--- config.mk ---
export PLATFORM = sky130hd
export DESIGN_NAME = cen_rst_mode_ctrl
export DESIGN_NICKNAME = d
export VERILOG_FILES = /design/src/rtl/cen_pkg.sv /design/src/rtl/cen_ctrl_reg.sv /design/src/rtl/cen_rst_gen.sv /design/src/rtl/cen_rst_mode_ctrl.sv
export SDC_FILE = /design/constraint.sdc
export NUM_CORES = 1
export LEC_CHECK = 0
export BUFFER_PORTS_ARGS = -buffer_cell sky130_fd_sc_hd__buf_2
export CORE_MARGIN = 5
export CORE_UTILIZATION = 32
export DETAILED_ROUTE_END_ITERATION = 8
export GPL_ROUTABILITY_DRIVEN = 0
export PLACE_DENSITY = 0.76
export SYNTH_ARGS = -nofsm -noshare
export SYNTH_HDL_FRONTEND = slang
export SYNTH_HIERARCHICAL = 1
export SYNTH_SLANG_ARGS = --single-unit
--- constraint.sdc ---
create_clock -name clk -period 1.2 [get_ports clk]
set_input_delay 0.06 -clock clk [delete_from_list [all_inputs] [get_ports clk]]
set_output_delay 0.06 -clock clk [all_outputs]
set_load 0.01 [all_outputs]
--- src/rtl/cen_pkg.sv ---
package cen_pkg;

    localparam int CTRL_W   = 32;
    localparam int MODE_LSB = 16;
    localparam int STAT_BIT = 18;

    localparam logic [CTRL_W-1:0] TIM_MASK    = 32'h0000_3777;
    localparam logic [CTRL_W-1:0] TIM_DEFAULT = 32'h0000_0001;

    typedef enum logic [1:0] {
        CEN_LEVEL = 2'b00,
        CEN_INTR  = 2'b01,
        CEN_PULSE = 2'b11
    } cen_mode_e;

    function automatic cen_mode_e eff_mode(input logic locked, input logic intr);
        if (locked)    return CEN_PULSE;
        else if (intr) return CEN_INTR;
        else           return CEN_LEVEL;
    endfunction

endpackage

--- src/rtl/cen_ctrl_reg.sv ---
module cen_ctrl_reg
    import cen_pkg::*;
(
    input  logic              clk,
    input  logic              por,
    input  logic              wr_en,
    input  logic [CTRL_W-1:0] wr_data,
    input  logic              force_level,
    output cen_mode_e         mode,
    output logic [CTRL_W-1:0] timing
);
    logic              intr_q;
    logic              lock_q;
    logic [CTRL_W-1:0] tim_q;

    always_ff @(posedge clk) begin
        if (por) begin
            intr_q <= 1'b0;
            lock_q <= 1'b0;
            tim_q  <= TIM_DEFAULT;
        end else begin
            if (force_level) begin
                intr_q <= 1'b0;
            end else if (wr_en && !lock_q) begin
                intr_q <= wr_data[MODE_LSB] & ~wr_data[MODE_LSB+1];
                lock_q <= wr_data[MODE_LSB+1];
            end
            if (wr_en) begin
                tim_q <= wr_data & TIM_MASK;
            end
        end
    end

    assign mode   = eff_mode(lock_q, intr_q);
    assign timing = tim_q;

    // pulse lock only leaves through power-on reset
    a_r7_lock_sticky: assert property (@(posedge clk) disable iff (por)
        (mode == CEN_PULSE) |=> (mode == CEN_PULSE));

    // forced reset returns the mode to level
    a_r4_force_level: assert property (@(posedge clk) disable iff (por)
        force_level |=> (mode == CEN_LEVEL));

endmodule

--- src/rtl/cen_rst_gen.sv ---
module cen_rst_gen
    import cen_pkg::*;
(
    input  logic      clk,
    input  logic      por,
    input  cen_mode_e mode,
    input  logic      pin_lvl,
    input  logic      seq_rst_req,
    output logic      force_level,
    output logic      sys_rst
);
    logic pin_prev_q;
    logic rst_q;
    logic rst_d;

    assign force_level = seq_rst_req && (mode == CEN_INTR);

    always_comb begin
        if (force_level) begin
            rst_d = 1'b1;
        end else begin
            unique case (mode)
                CEN_LEVEL: rst_d = ~pin_lvl;
                CEN_PULSE: rst_d = pin_prev_q & ~pin_lvl;
                default:   rst_d = 1'b0;
            endcase
        end
    end

    always_ff @(posedge clk) begin
        if (por) begin
            pin_prev_q <= 1'b1;
            rst_q      <= 1'b1;
        end else begin
            pin_prev_q <= pin_lvl;
            rst_q      <= rst_d;
        end
    end

    assign sys_rst = rst_q;

    // level mode follows a low pin
    a_r2_level_low: assert property (@(posedge clk) disable iff (por)
        (mode == CEN_LEVEL && !pin_lvl) |=> sys_rst);

    // pin alone never resets in interrupt mode
    a_r3_no_pin_reset: assert property (@(posedge clk) disable iff (por)
        (mode == CEN_INTR && !seq_rst_req) |=> !sys_rst);

    // sequencer timeout resets in interrupt mode
    a_r4_forced_rst: assert property (@(posedge clk) disable iff (por)
        (mode == CEN_INTR && seq_rst_req) |=> sys_rst);

    // pulse mode reset lasts a single cycle
    a_r6_single_pulse: assert property (@(posedge clk) disable iff (por)
        (mode == CEN_PULSE && sys_rst) |=> !sys_rst);

endmodule

--- src/rtl/cen_rst_mode_ctrl.sv ---
module cen_rst_mode_ctrl
    import cen_pkg::*;
(
    input  logic              clk,
    input  logic              por,
    input  logic              pin_lvl,
    input  logic              seq_rst_req,
    input  logic              wr_en,
    input  logic [CTRL_W-1:0] wr_data,
    output logic [CTRL_W-1:0] rd_data,
    output logic [CTRL_W-1:0] cfg_timing,
    output logic              irq_mode,
    output logic              sys_rst
);
    cen_mode_e         mode;
    logic              force_level;
    logic [CTRL_W-1:0] timing;

    cen_ctrl_reg u_reg (
        .clk         (clk),
        .por         (por),
        .wr_en       (wr_en),
        .wr_data     (wr_data),
        .force_level (force_level),
        .mode        (mode),
        .timing      (timing)
    );

    cen_rst_gen u_rst (
        .clk         (clk),
        .por         (por),
        .mode        (mode),
        .pin_lvl     (pin_lvl),
        .seq_rst_req (seq_rst_req),
        .force_level (force_level),
        .sys_rst     (sys_rst)
    );

    always_comb begin
        rd_data                          = timing;
        rd_data[MODE_LSB+1:MODE_LSB]     = mode;
        rd_data[STAT_BIT]                = pin_lvl;
    end

    assign cfg_timing = timing;
    assign irq_mode   = (mode == CEN_INTR);

    // reserved bits stay zero
    a_r9_reserved_zero: assert property (@(posedge clk) disable iff (por)
        ((rd_data & ~(TIM_MASK | 32'h0007_0000)) == '0));

endmodule

# Word-level counts from Yosys, hierarchy flattened
# Index checks and enable logic that the tools add are counted.
[totals]
regBits = 15
latch_bits = 0
ram_bits = 0
romBits = 0
input_bits = 37
output_inout_bits = 66
wordCells = 21
n_memories = 0
[op_classes]
n_addsub = 0
multipliers = 0
div = 0
order_cmp = 0
n_eq_ne = 2
n_shift = 0
muxes = 3
bitwise_logic = 5
n_reduce_logical = 6
[op_table]
columns = ["operator", "count"]
rows = [
  ["1-bit inverter", 3],
  ["1-bit bitwise AND", 2],
  ["2-bit by 1-bit == test with 1-bit output, second input constant", 1],
  ["2-bit == test, second input constant", 1],
  ["1-bit logical AND", 2],
  ["2-bit zero test", 1],
  ["2-bit two-way mux", 1],
  ["1-bit one-hot mux with 2 select lines", 1],
  ["2-bit AND reduction", 1],
  ["2-bit OR reduction", 1],
  ["1-bit zero test", 1],
  ["1-bit two-way mux", 1],
]

# Depth between registers and ports, before layout
# Gate-level depths: netlist (run 1).
[logic_depth]
word_depth = 6
ltp_mapped = 7
depth_no_buf = 6

# Cells and area by module
# The synthesis (run 1) kept the hierarchy.
[modules_own_cells]
columns = ["mod", "n_inst", "cells_each", "area_each_um2", "seq_area_each_um2"]
rows = [
  ["cen_ctrl_reg", 1, 69, 684.4, 260.2],
  ["cen_rst_mode_ctrl", 1, 31, 239.0, 0.0],
  ["cen_rst_gen", 1, 12, 120.1, 40.0],
]

# Worst setup path before layout (run 1)
# Ideal clock, no wire load.
[synth_path]
kind = "register -> register"
startpoint = "register u_reg.lock_q"
endpoint = "register u_reg.lock_q"
setup_time_ns = 0.064
t_arrival_ns = 1.263
t_required_ns = 1.136
slack_ns = -0.127
path_stages_with_launch = 7
path_buffers = 0
period_less_slack_ns = 1.327
cell_sequence = "dfxtp_1 -> or2_2 -> ha_1 -> and2_1 -> inv_1 -> a31oi_1 -> nor2_1"
[synth_between]
elab_chain_len = 5
elab_cells_between_ends = 7
cone_classes = "eq/ne: 1; mux: 1; bitwise: 1; reduce/logical: 4"
[synth_rtl]
columns = ["element", "line", "rtl"]
rows = [
  ["from (decl)", "cen_ctrl_reg.sv:13", "logic lock_q;"],
  ["from (signal assigned)", "cen_ctrl_reg.sv:26", "lock_q <= wr_data[MODE_LSB+1];"],
  ["2-bit two-way mux", "cen_pkg.sv:17", "if (locked) return CEN_PULSE;"],
  ["net rd_data[16]", "cen_rst_mode_ctrl.sv:10", "output logic [CTRL_W-1:0] rd_data,"],
  ["2-bit by 1-bit == test with 1-bit output", "cen_rst_gen.sv:16", "assign force_level = seq_rst_req && (mode == CEN_INTR);"],
  ["1-bit logical AND", "cen_rst_gen.sv:16", ""],
  ["net force_level", "cen_rst_mode_ctrl.sv:16", "logic force_level;"],
  ["1-bit inverter (no source line)", "--", ""],
  ["2-bit AND reduction (no source line)", "--", ""],
]
# The timed path passes the listed nets, and every way through them passes these cells.
# A chain may end at the register's enable or synchronous reset.

# Worst setup path after layout (run 1)
[layout_path]
startpoint = "register u_reg.lock_q"
endpoint = "output port irq_mode"
[layout_between]
elab_chain_len = 2
[layout_rtl]
columns = ["element", "line", "rtl"]
rows = [
  ["2-bit two-way mux", "cen_pkg.sv:17", ""],
  ["2-bit by 1-bit == test with 1-bit output", "cen_rst_mode_ctrl.sv:46", "assign irq_mode = (mode == CEN_INTR);"],
  ["to (decl)", "cen_rst_mode_ctrl.sv:12", "output logic irq_mode,"],
]
# No other way between the ends.

==> reports/summary.txt, run 1 <==
Status = finished, violations left
Violations in the final reports = setup timing
RSZ-0062 raised after global routing = yes
Worst R2R Start = u_reg/lock_q
Fin. max-slew vios = 0
Clk_skew = 0.000455 ns
Power Total = 1150 uW
Core Area = 3100 um2
Min-Delay Endpoint = u_reg/timing[5]
CP Cell Sequence = or2_4, nor2b_4, buf_6
Yosys reg bits = 15
Root Driver = clkbuf_4
Total clock sinks = 15
TritonRoute pass-1 iters = 2
Worst R2R End = u_rst/sys_rst
Clock latency at the later pin of the worst-skew pair = 0.27 ns
Growth of design area from synthesis to finish = 3.84%
Design area = 1080 um2
CTS buffer count = 3
Final WS setup = -0.00685 ns
Syn Area/Cell = 9.32 um2
Min-delay src = wr_data[5]
Reg2Reg Setup Slack = 0.01 ns
Vias in the first global route = 628
Worst EP arrival = 1.15 ns
Commonest cells after routing, fill and taps aside = buf_2 (43), conb_1 (21), dfxtp_1 (14), nor2_1 (11), mux2i_1 (10)
Pin count of the biggest net entering global routing = 16
Io pins = 103
Yosys warns = 6
Avg WL per Cell = 10.9 um
Initial antenna violation count = 0
Share of cells above drive strength 1 = 0.473
Commonest non-fill, non-tap cell in the layout = buf_2
Synth unique cells = 22
Die Width = 67.1 um
CTS tree = built
Slowest stage cell, crit path = dfxtp_4
Synth area leaders = buf_4 (37%), dfxtp_1 (29%), mux2i_1 (9.6%), nor2_1 (4.0%), ha_1 (3.6%)
Crit. End Element = output pin
Via count = 646
CTS Buffer Depth = 2
N_diodes = 0
Placed cell area = 998 um2
Sequential-to-total area share from yosys stat = 0.288
Largest area contributor in the netlist = buf_4
R2R depth = 4
DP HPWL = 1510 um
Worst Path Required = 1.14 ns
Starting Density = 0.336
Worst Hold Class = in -> reg
Gr usage total = 0.0808
Peak Freq = 829 MHz
Period minus WS final = 1.21 ns
NumNets Final = 172
Port Buffer Count = 44
Maxcap violations = 0
Crit Path Class = reg -> out
Largest delay share family, worst path = simple AND/OR/NAND/NOR gates
Hold Path Stages = 3
Post-layout util = 0.349
Global-route wire length before repair = 2700 um
Htree depth = 1
Crit-path max FO = 5
Final setup fails = 1
LEAKAGE = 0.000590 uW
Synthesized instance count = 112
Power Density = 1060 nW/um2
Residual DRC = 0
Crit-path max cell delay = 0.36 ns
Synth top area share = 0.374
Die Span Y = 67.1 um
Final ANT Viol Nets = 0
Final Cycle Share = 1.01
Die area = 4500 um2
Routed Wire Length = 1910 um
Avg Vias per Cell = 3.69
GRT overflow = 0
CTS clk-pin slew, worst paths = 0.09 ns
Final hold violation count = 0
Syn Std Cell Area = 1040 um2
CP bufs+invs = 1
Worst IR Drop VDD = 274 uV
Startpoint types = flip-flop
FP Rows = 20
Iter 0 DRT Violations = 19
[synthesized netlist by cell type]
library cell	count
a31oi_1	1
inv_1	3
buf_6	1
ha_1	3
nor4bb_4	1
or2_2	1
a21oi_1	3
or2_1	1
a211o_1	1
buf_12	1
buf_2	1
conb_1	1
nor3_2	1
o31ai_2	1
nor2_1	11
dfxtp_1	15
mux2i_1	10
nand2b_1	1
nor2b_1	1
and2_1	1
nor2b_4	1
buf_4	52
[logic make-up after synthesis]
group / synth area share
fa+ha+maj: 0.0360
mux: 0.0959
compound gates: 0.0408
flops: 0.288
buf+inv: 0.420
simple gates: 0.116
other cells: 0.00359
[tightest hold or removal path, stage by stage]
cell     delay (ns)
buf_2          0.07
mux2i_1        0.05
nor2_1         0.07
[registers in the layout, indices dropped and copies added, names as in the netlist]
register          count
u_reg/timing         11
u_rst/sys_rst         1
u_reg/lock_q          1
u_reg/intr_q          1
u_rst/pin_prev_q      1
[cell type report]
class,count,area [um2]
clock buffers,4,26.3
multi-input cells,59,410
fillers,346,2020
inverters,3,11.3
flip-flops and latches,15,304
repair buffers,50,277
well taps,44,55.1
[metrics by stage]
stage,hold WS (ns),setup TNS (ns),worst slack [ns],cells
final,0.0156,-0.00685,-0.00685,175
after floorplan,0.131,0,0.0119,132
after global routing,0.0111,-0.148,-0.0525,175
after detailed placement,0.283,-0.0189,-0.0189,168
after CTS,0.00315,-0.0851,-0.0368,175
after global placement,0.279,-0.00384,-0.00384,168
[repair_timing]
action                                  4_1_cts  5_1_grt
pin swaps                                     5        3
hold buffers                                  2        0
endpoints found under the hold margin         3        0
resized for setup                             4        2
endpoints found under the setup margin        2        4
buffers inserted                              1        0
[per-layer routing]
| layer | routed length, um | vias up | GRT usage |
|---|---|---|---|
| met5 | 0 | - | 0 |
| met4 | 29 | 0 | 0.0532 |
| met3 | 113 | 2 | 0.0169 |
| met2 | 1090 | 22 | 0.150 |
| met1 | 677 | 302 | 0.0799 |
| li1 | - | 320 | - |
[how the worst max path moves through the flow]
stage | start | endpoint | depth (start not counted)
floorplan | u_reg/lock_q | u_reg/lock_q | 7
global placement | u_reg/lock_q | u_reg/lock_q | 6
detailed placement | u_reg/lock_q | u_reg/lock_q | 6
CTS | u_reg/lock_q | irq_mode | 3
global route | u_reg/lock_q | u_reg/lock_q | 6
finish | u_reg/lock_q | irq_mode | 3
[report_power, final]
| group | switching (uW) | internal, uW |
|---|---|---|
| Sequential | 18.0 | 529 |
| Clock | 151 | 129 |
| Combinational | 187 | 137 |
No activity file was read; power rests on OpenSTA's default activity.
==> run 2: changes to the inputs <==
CORE_UTILIZATION = 31   (was 32)
RECOVER_POWER = 100   (was not set)
SYNTH_HIERARCHICAL = not set   (was 1)
==> run 2 against run 1 <==
  * The flow now finishes without violations
  * First-iteration DRC count down 68%
  * Combinational power down 20%
  * Clock skew about the same
  * Critical path type unchanged
  * Sequential share of layout area rose by 1.1 points
  * Hold slack worse by 0.0068 ns
  * Cell count increased by 8.0%
  * Area after synthesis down 7.0%
  * Largest power group unchanged
  * Register-to-register slack improved by 0.09 ns
  * Non-clock buffer count did not move
  * Largest cell class unchanged
  * Fmax is 4.9% higher
==> reports/summary.txt, run 2 <==
Status = finished clean
Fin. max-slew vios = 0
Commonest non-fill, non-tap cell in the layout = conb_1
Crit-path max cell delay = 0.39 ns
Yosys warns = 0
Final WS setup = 0.0493 ns
Global-route wire length before repair = 2680 um
Power Density = 1070 nW/um2
CTS buffer count = 3
Clock latency at the later pin of the worst-skew pair = 0.28 ns
Final ANT Viol Nets = 0
Die Width = 66.0 um
Setup Slack @ Placement = 0.127 ns
Synth top area share = 0.418
Die area = 4350 um2
Non-filler instance count after layout = 189
R2R depth = 3
Iter 0 DRT Violations = 6
Startpoint types = flip-flop
Fillers = 351
Largest delay share family, worst path = flip-flops
N_diodes = 0
DP HPWL = 1480 um
Port Buffer Count = 44
FFs w/ async S/R, synth = 0
Pin count of the biggest net entering global routing = 16
Worst IR Drop VDD = 366 uV
LEAKAGE = 0.000512 uW
Setup TNS = 0 ns
FP Rows = 20
Avg WL per Cell = 10.2 um
Peak Freq = 869 MHz
Largest area contributor in the netlist = buf_4
GRT overflow = 0
Post-synth EDFFs = 0
Hold Path Stages = 3
Worst R2R End = u_reg.intr_q
Io pins = 103
Yosys reg bits = 15
Routed Wire Length = 1930 um
Crit Path Class = reg -> out
Min-delay src = wr_data[13]
Crit-path max FO = 5
Syn Area/Cell = 8.99 um2
Synthesized instance count = 108
Share of cells above drive strength 1 = 0.159
CP bufs+invs = 1
Initial antenna violation count = 0
CTS clk-pin slew, worst paths = 0.09 ns
Final setup fails = 0
CTS Buffer Depth = 2
Min-Delay Endpoint = u_reg.timing[13]
Starting Density = 0.321
CTS tree = built
Reg2Reg Setup Slack = 0.10 ns
Growth of design area from synthesis to finish = 6.19%
Critical Path Source = u_reg.intr_q
Final hold violation count = 0
Most frequent cell after synthesis = buf_4
Htree depth = 1
Top FF cell, synth = dfxtp_1
Synth unique cells = 17
Max FFs per register = 11
Synth area leaders = buf_4 (42%), dfxtp_1 (31%), mux2i_1 (10%), nor2_1 (4.3%), a2111oi_4 (2.8%)
Avg Vias per Cell = 3.54
CP Cell Sequence = nor2b_2, buf_2
Worst R2R Start = u_reg.lock_q
Clk_skew = 0.000249 ns
Sequential-to-total area share from yosys stat = 0.309
Final Cycle Share = 0.959
# placed instances = 180
Commonest cells after routing, fill and taps aside = conb_1 (39), clkbuf_1 (28), buf_2 (17), dfxtp_1 (15), nor2_1 (11)
Vias in the first global route = 613
NumNets Final = 183
Root Driver = clkbuf_4
Worst EP arrival = 1.09 ns
Period minus WS final = 1.15 ns
RSZ-0062 raised after global routing = no
Total clock sinks = 15
Slowest stage cell, crit path = dfxtp_1
Maxcap violations = 0
Crit. End Element = output pin
Die Span Y = 66.0 um
Worst Hold Class = in -> reg
Syn Std Cell Area = 971 um2
TritonRoute pass-1 iters = 4
Gr usage total = 0.0823
Residual DRC = 0
Worst Path Required = 1.14 ns
Core Area = 3030 um2
Via count = 669
Commonest cells in the synthesized netlist = buf_4 (54), dfxtp_1 (15), nor2_1 (11), mux2i_1 (10), nor2b_1 (3)
==> run 2: cell count changes after synthesis, sizes merged <==
cell and change:
o21ai +1, nor2b +1, a21oi -2, nand2 +1, and2 -1, inv -1
a31oi +1, nor4bb -1, nor3 -1, o21a +1, ha -3, a2111oi +1
o31ai -1
==> run 2: worst max-delay path by stage <==
stage | to | slack, ns | depth (start not counted)
floorplan | u_reg.intr_q | 0.24 | 3
global placement | u_reg.intr_q | 0.18 | 3
detailed placement | u_reg.intr_q | 0.13 | 3
CTS | irq_mode | 0.04 | 2
global route | irq_mode | 0.001 | 2
finish | irq_mode | 0.05 | 2
==> run 2: timing repair <==
item	4_1_cts	5_1_grt
hold endpoints to repair	5	0
setup buffers	0	0
setup endpoints to repair	1	0
resized for setup	1	0
hold buffers	5	0
==> run 2: report_power, final <==
part / switching, uW / internal [uW]
logic: 165 / 95.0
clock network: 163 / 129
registers: 23.1 / 530
total: 351 / 754
==> run 2: cells by family after synthesis <==
| family | after synthesis | synth area share |
|---|---|---|
| buffers and inverters | 57 | 0.430 |
| other | 1 | 0.00386 |
| muxes | 10 | 0.103 |
| DFF | 15 | 0.309 |
| AOI/OAI and AO/OA | 7 | 0.0683 |
| and+or+nand+nor | 18 | 0.0851 |
==> run 2: per-layer routing <==
metal  vias up  share of wire  global-route usage
met5         -              0                   0
met4         0          0.019              0.0660
met3         4           0.10              0.0153
met2        38           0.55               0.153
met1       303           0.33              0.0778
li1        324              -                   -
==> run 2: final cells by class <==
type | instances | area (um2) | area share
multi-input cells | 74 | 398 | 0.386
flip-flops and latches | 15 | 300 | 0.291
repair buffers | 50 | 244 | 0.237
well taps | 44 | 55.1 | 0.0534
clock buffers | 4 | 26.3 | 0.0255
inverters | 2 | 7.51 | 0.00728
==> run 2: metrics by stage <==
stage          total power [uW]  utilization  area, um2  hold slack, ns
2_1_floorplan               854            -       1110           0.124
3_3_place_gp                820        0.326        986           0.280
3_5_place_dp                825        0.326        986           0.285
4_1_cts                    1140        0.352       1060        0.000148
5_1_grt                    1180        0.340       1030          0.0111
6_report                   1100        0.340       1030         0.00881
==> run 2: worst min-delay path: stages <==
cell and delay [ns]:
buf_2 0.07, mux2i_1 0.05, nor2_1 0.07
==> run 3: changes to the inputs <==
PLACE_DENSITY = 0.81   (was 0.76)
==> run 3 against run 2 <==
  * Cell count decreased by 0.53%
  * Core utilization decreased by 0.17 points
  * Combinational power about the same
  * Cell area decreased by 0.49%
  * First-iteration DRC count unchanged
  * Highest routed layer is now met3
  * Die area unchanged
  * Routed wire length decreased by 5.6%
  * Critical path depth unchanged
==> reports/summary.txt, run 3 (synthesized netlist as in run 2, its figures left out) <==
Status = finished clean
Growth of design area from synthesis to finish = 5.67%
Power Total = 1090 uW
Crit-path max FO = 5
Worst IR Drop VDD = 402 uV
Cell-internal power = 754 uW
Commonest non-fill, non-tap cell in the layout = conb_1
Maxcap violations = 0
Via count = 656
Setup TNS = 0 ns
Design area = 1030 um2
Pin count of the biggest net entering global routing = 16
Clk pwr share = 0.255
CTS clk-pin slew, worst paths = 0.09 ns
Power Density = 1060 nW/um2
Routed Wire Length = 1830 um
Die area = 4350 um2
Net Sw Power = 338 uW
NumNets Final = 182
Starting Density = 0.321
Hold WS = 0.0143 ns
Total clock sinks = 15
Crit. End Element = output pin
# Post-CTS Setup Buffers = 0
GRT overflow = 0
CTS Buffer Depth = 2
Die Width = 66.0 um
LEAKAGE = 0.000509 uW
Global-route wire length before repair = 2580 um
RSZ-0062 raised after global routing = no
CTS tree = built
Worst Hold Class = in -> reg
Core Area = 3030 um2
Commonest cells after routing, fill and taps aside = conb_1 (39), clkbuf_1 (28), buf_2 (16), dfxtp_1 (15), nor2_1 (11)
Share of cells above drive strength 1 = 0.160
Worst Path Required = 1.14 ns
Avg Vias per Cell = 3.49
Clk_skew = 0.00427 ns
Period minus WS final = 1.09 ns
Fin. max-slew vios = 0
Worst EP arrival = 1.03 ns
CTS buffer count = 3
N_diodes = 0
Vias in the first global route = 596
Clock latency at the later pin of the worst-skew pair = 0.27 ns
Final Cycle Share = 0.909
FP Rows = 20
Residual DRC = 0
Final ANT Viol Nets = 0
Gr usage total = 0.0770
Port Buffer Count = 44
Root Driver = clkbuf_4
Iter 0 DRT Violations = 6
Die Span Y = 66.0 um
Sequential share of power = 0.508
Initial antenna violation count = 0
Max FFs per register = 11
Share of total power in combinational logic = 0.237
Final setup fails = 0
Peak Freq = 917 MHz
Fillers = 341
Io pins = 103
Startpoint types = flip-flop
Placed cell area = 986 um2
Htree depth = 1
Avg WL per Cell = 9.71 um
Crit Path Class = reg -> out
Switching Fraction = 0.309
TritonRoute pass-1 iters = 4
Final hold violation count = 0
[run 3: power by group through the flow]
| stage | logic (uW) | clock network, uW | registers, uW |
|---|---|---|---|
| floorplan | 280 | 0 | 575 |
| global placement | 256 | 0 | 562 |
| detailed placement | 261 | 0 | 563 |
| CTS | 266 | 305 | 552 |
| global route | 285 | 335 | 561 |
| finish | 258 | 279 | 554 |
[run 3: final cells by class]
class / count / area (um2) / share of cell area
Clock buffer: 4 / 26.3 / 0.0256
Inverter: 2 / 7.51 / 0.00732
Multi-Input combinational cell: 74 / 403 / 0.393
Sequential cell: 15 / 300 / 0.293
Tap cell: 44 / 55.1 / 0.0537
Timing Repair Buffer: 49 / 234 / 0.228
[run 3: what timing repair did]
action / 4_1_cts / 5_1_grt
resized for setup: 0 / 2
endpoints found under the hold margin: 2 / 2
hold buffers: 2 / 2
endpoints found under the setup margin: 0 / 1
[run 3: through the flow]
| stage | utilization | worst slack [ns] | cells |
|---|---|---|---|
| 6_report | 0.339 | 0.109 | 188 |
| 4_1_cts | 0.341 | 0.000534 | 186 |
| 3_3_place_gp | 0.326 | 0.189 | 180 |
| 2_1_floorplan | - | 0.239 | 146 |
| 3_5_place_dp | 0.326 | 0.178 | 180 |
| 5_1_grt | 0.339 | 0.0198 | 188 |
[run 3: worst paths after layout]
check / from / to / slack (ns) / cells past startpoint
max: u_reg.intr_q / irq_mode / 0.11 / 2
max reg2reg: u_reg.lock_q / u_reg.intr_q / 0.12 / 3
min: wr_data[13] / u_reg.timing[13] / 0.01 / 3
min reg2reg: u_rst.pin_prev_q / u_rst.sys_rst / 0.48 / 2
[run 3: critical path, cell delays in order (launching register included)]
cell and delay, ns:
dfxtp_1 0.40, nor2b_4 0.20, clkbuf_2 0.15
[run 3: routing by layer]
layer | vias up | part of all wire | global-route usage
met1 | 288 | 0.34 | 0.0818
met5 | - | 0 | 0
met4 | 0 | 0 | 0.0381
li1 | 321 | - | -
met2 | 47 | 0.51 | 0.133
met3 | 0 | 0.15 | 0.0289
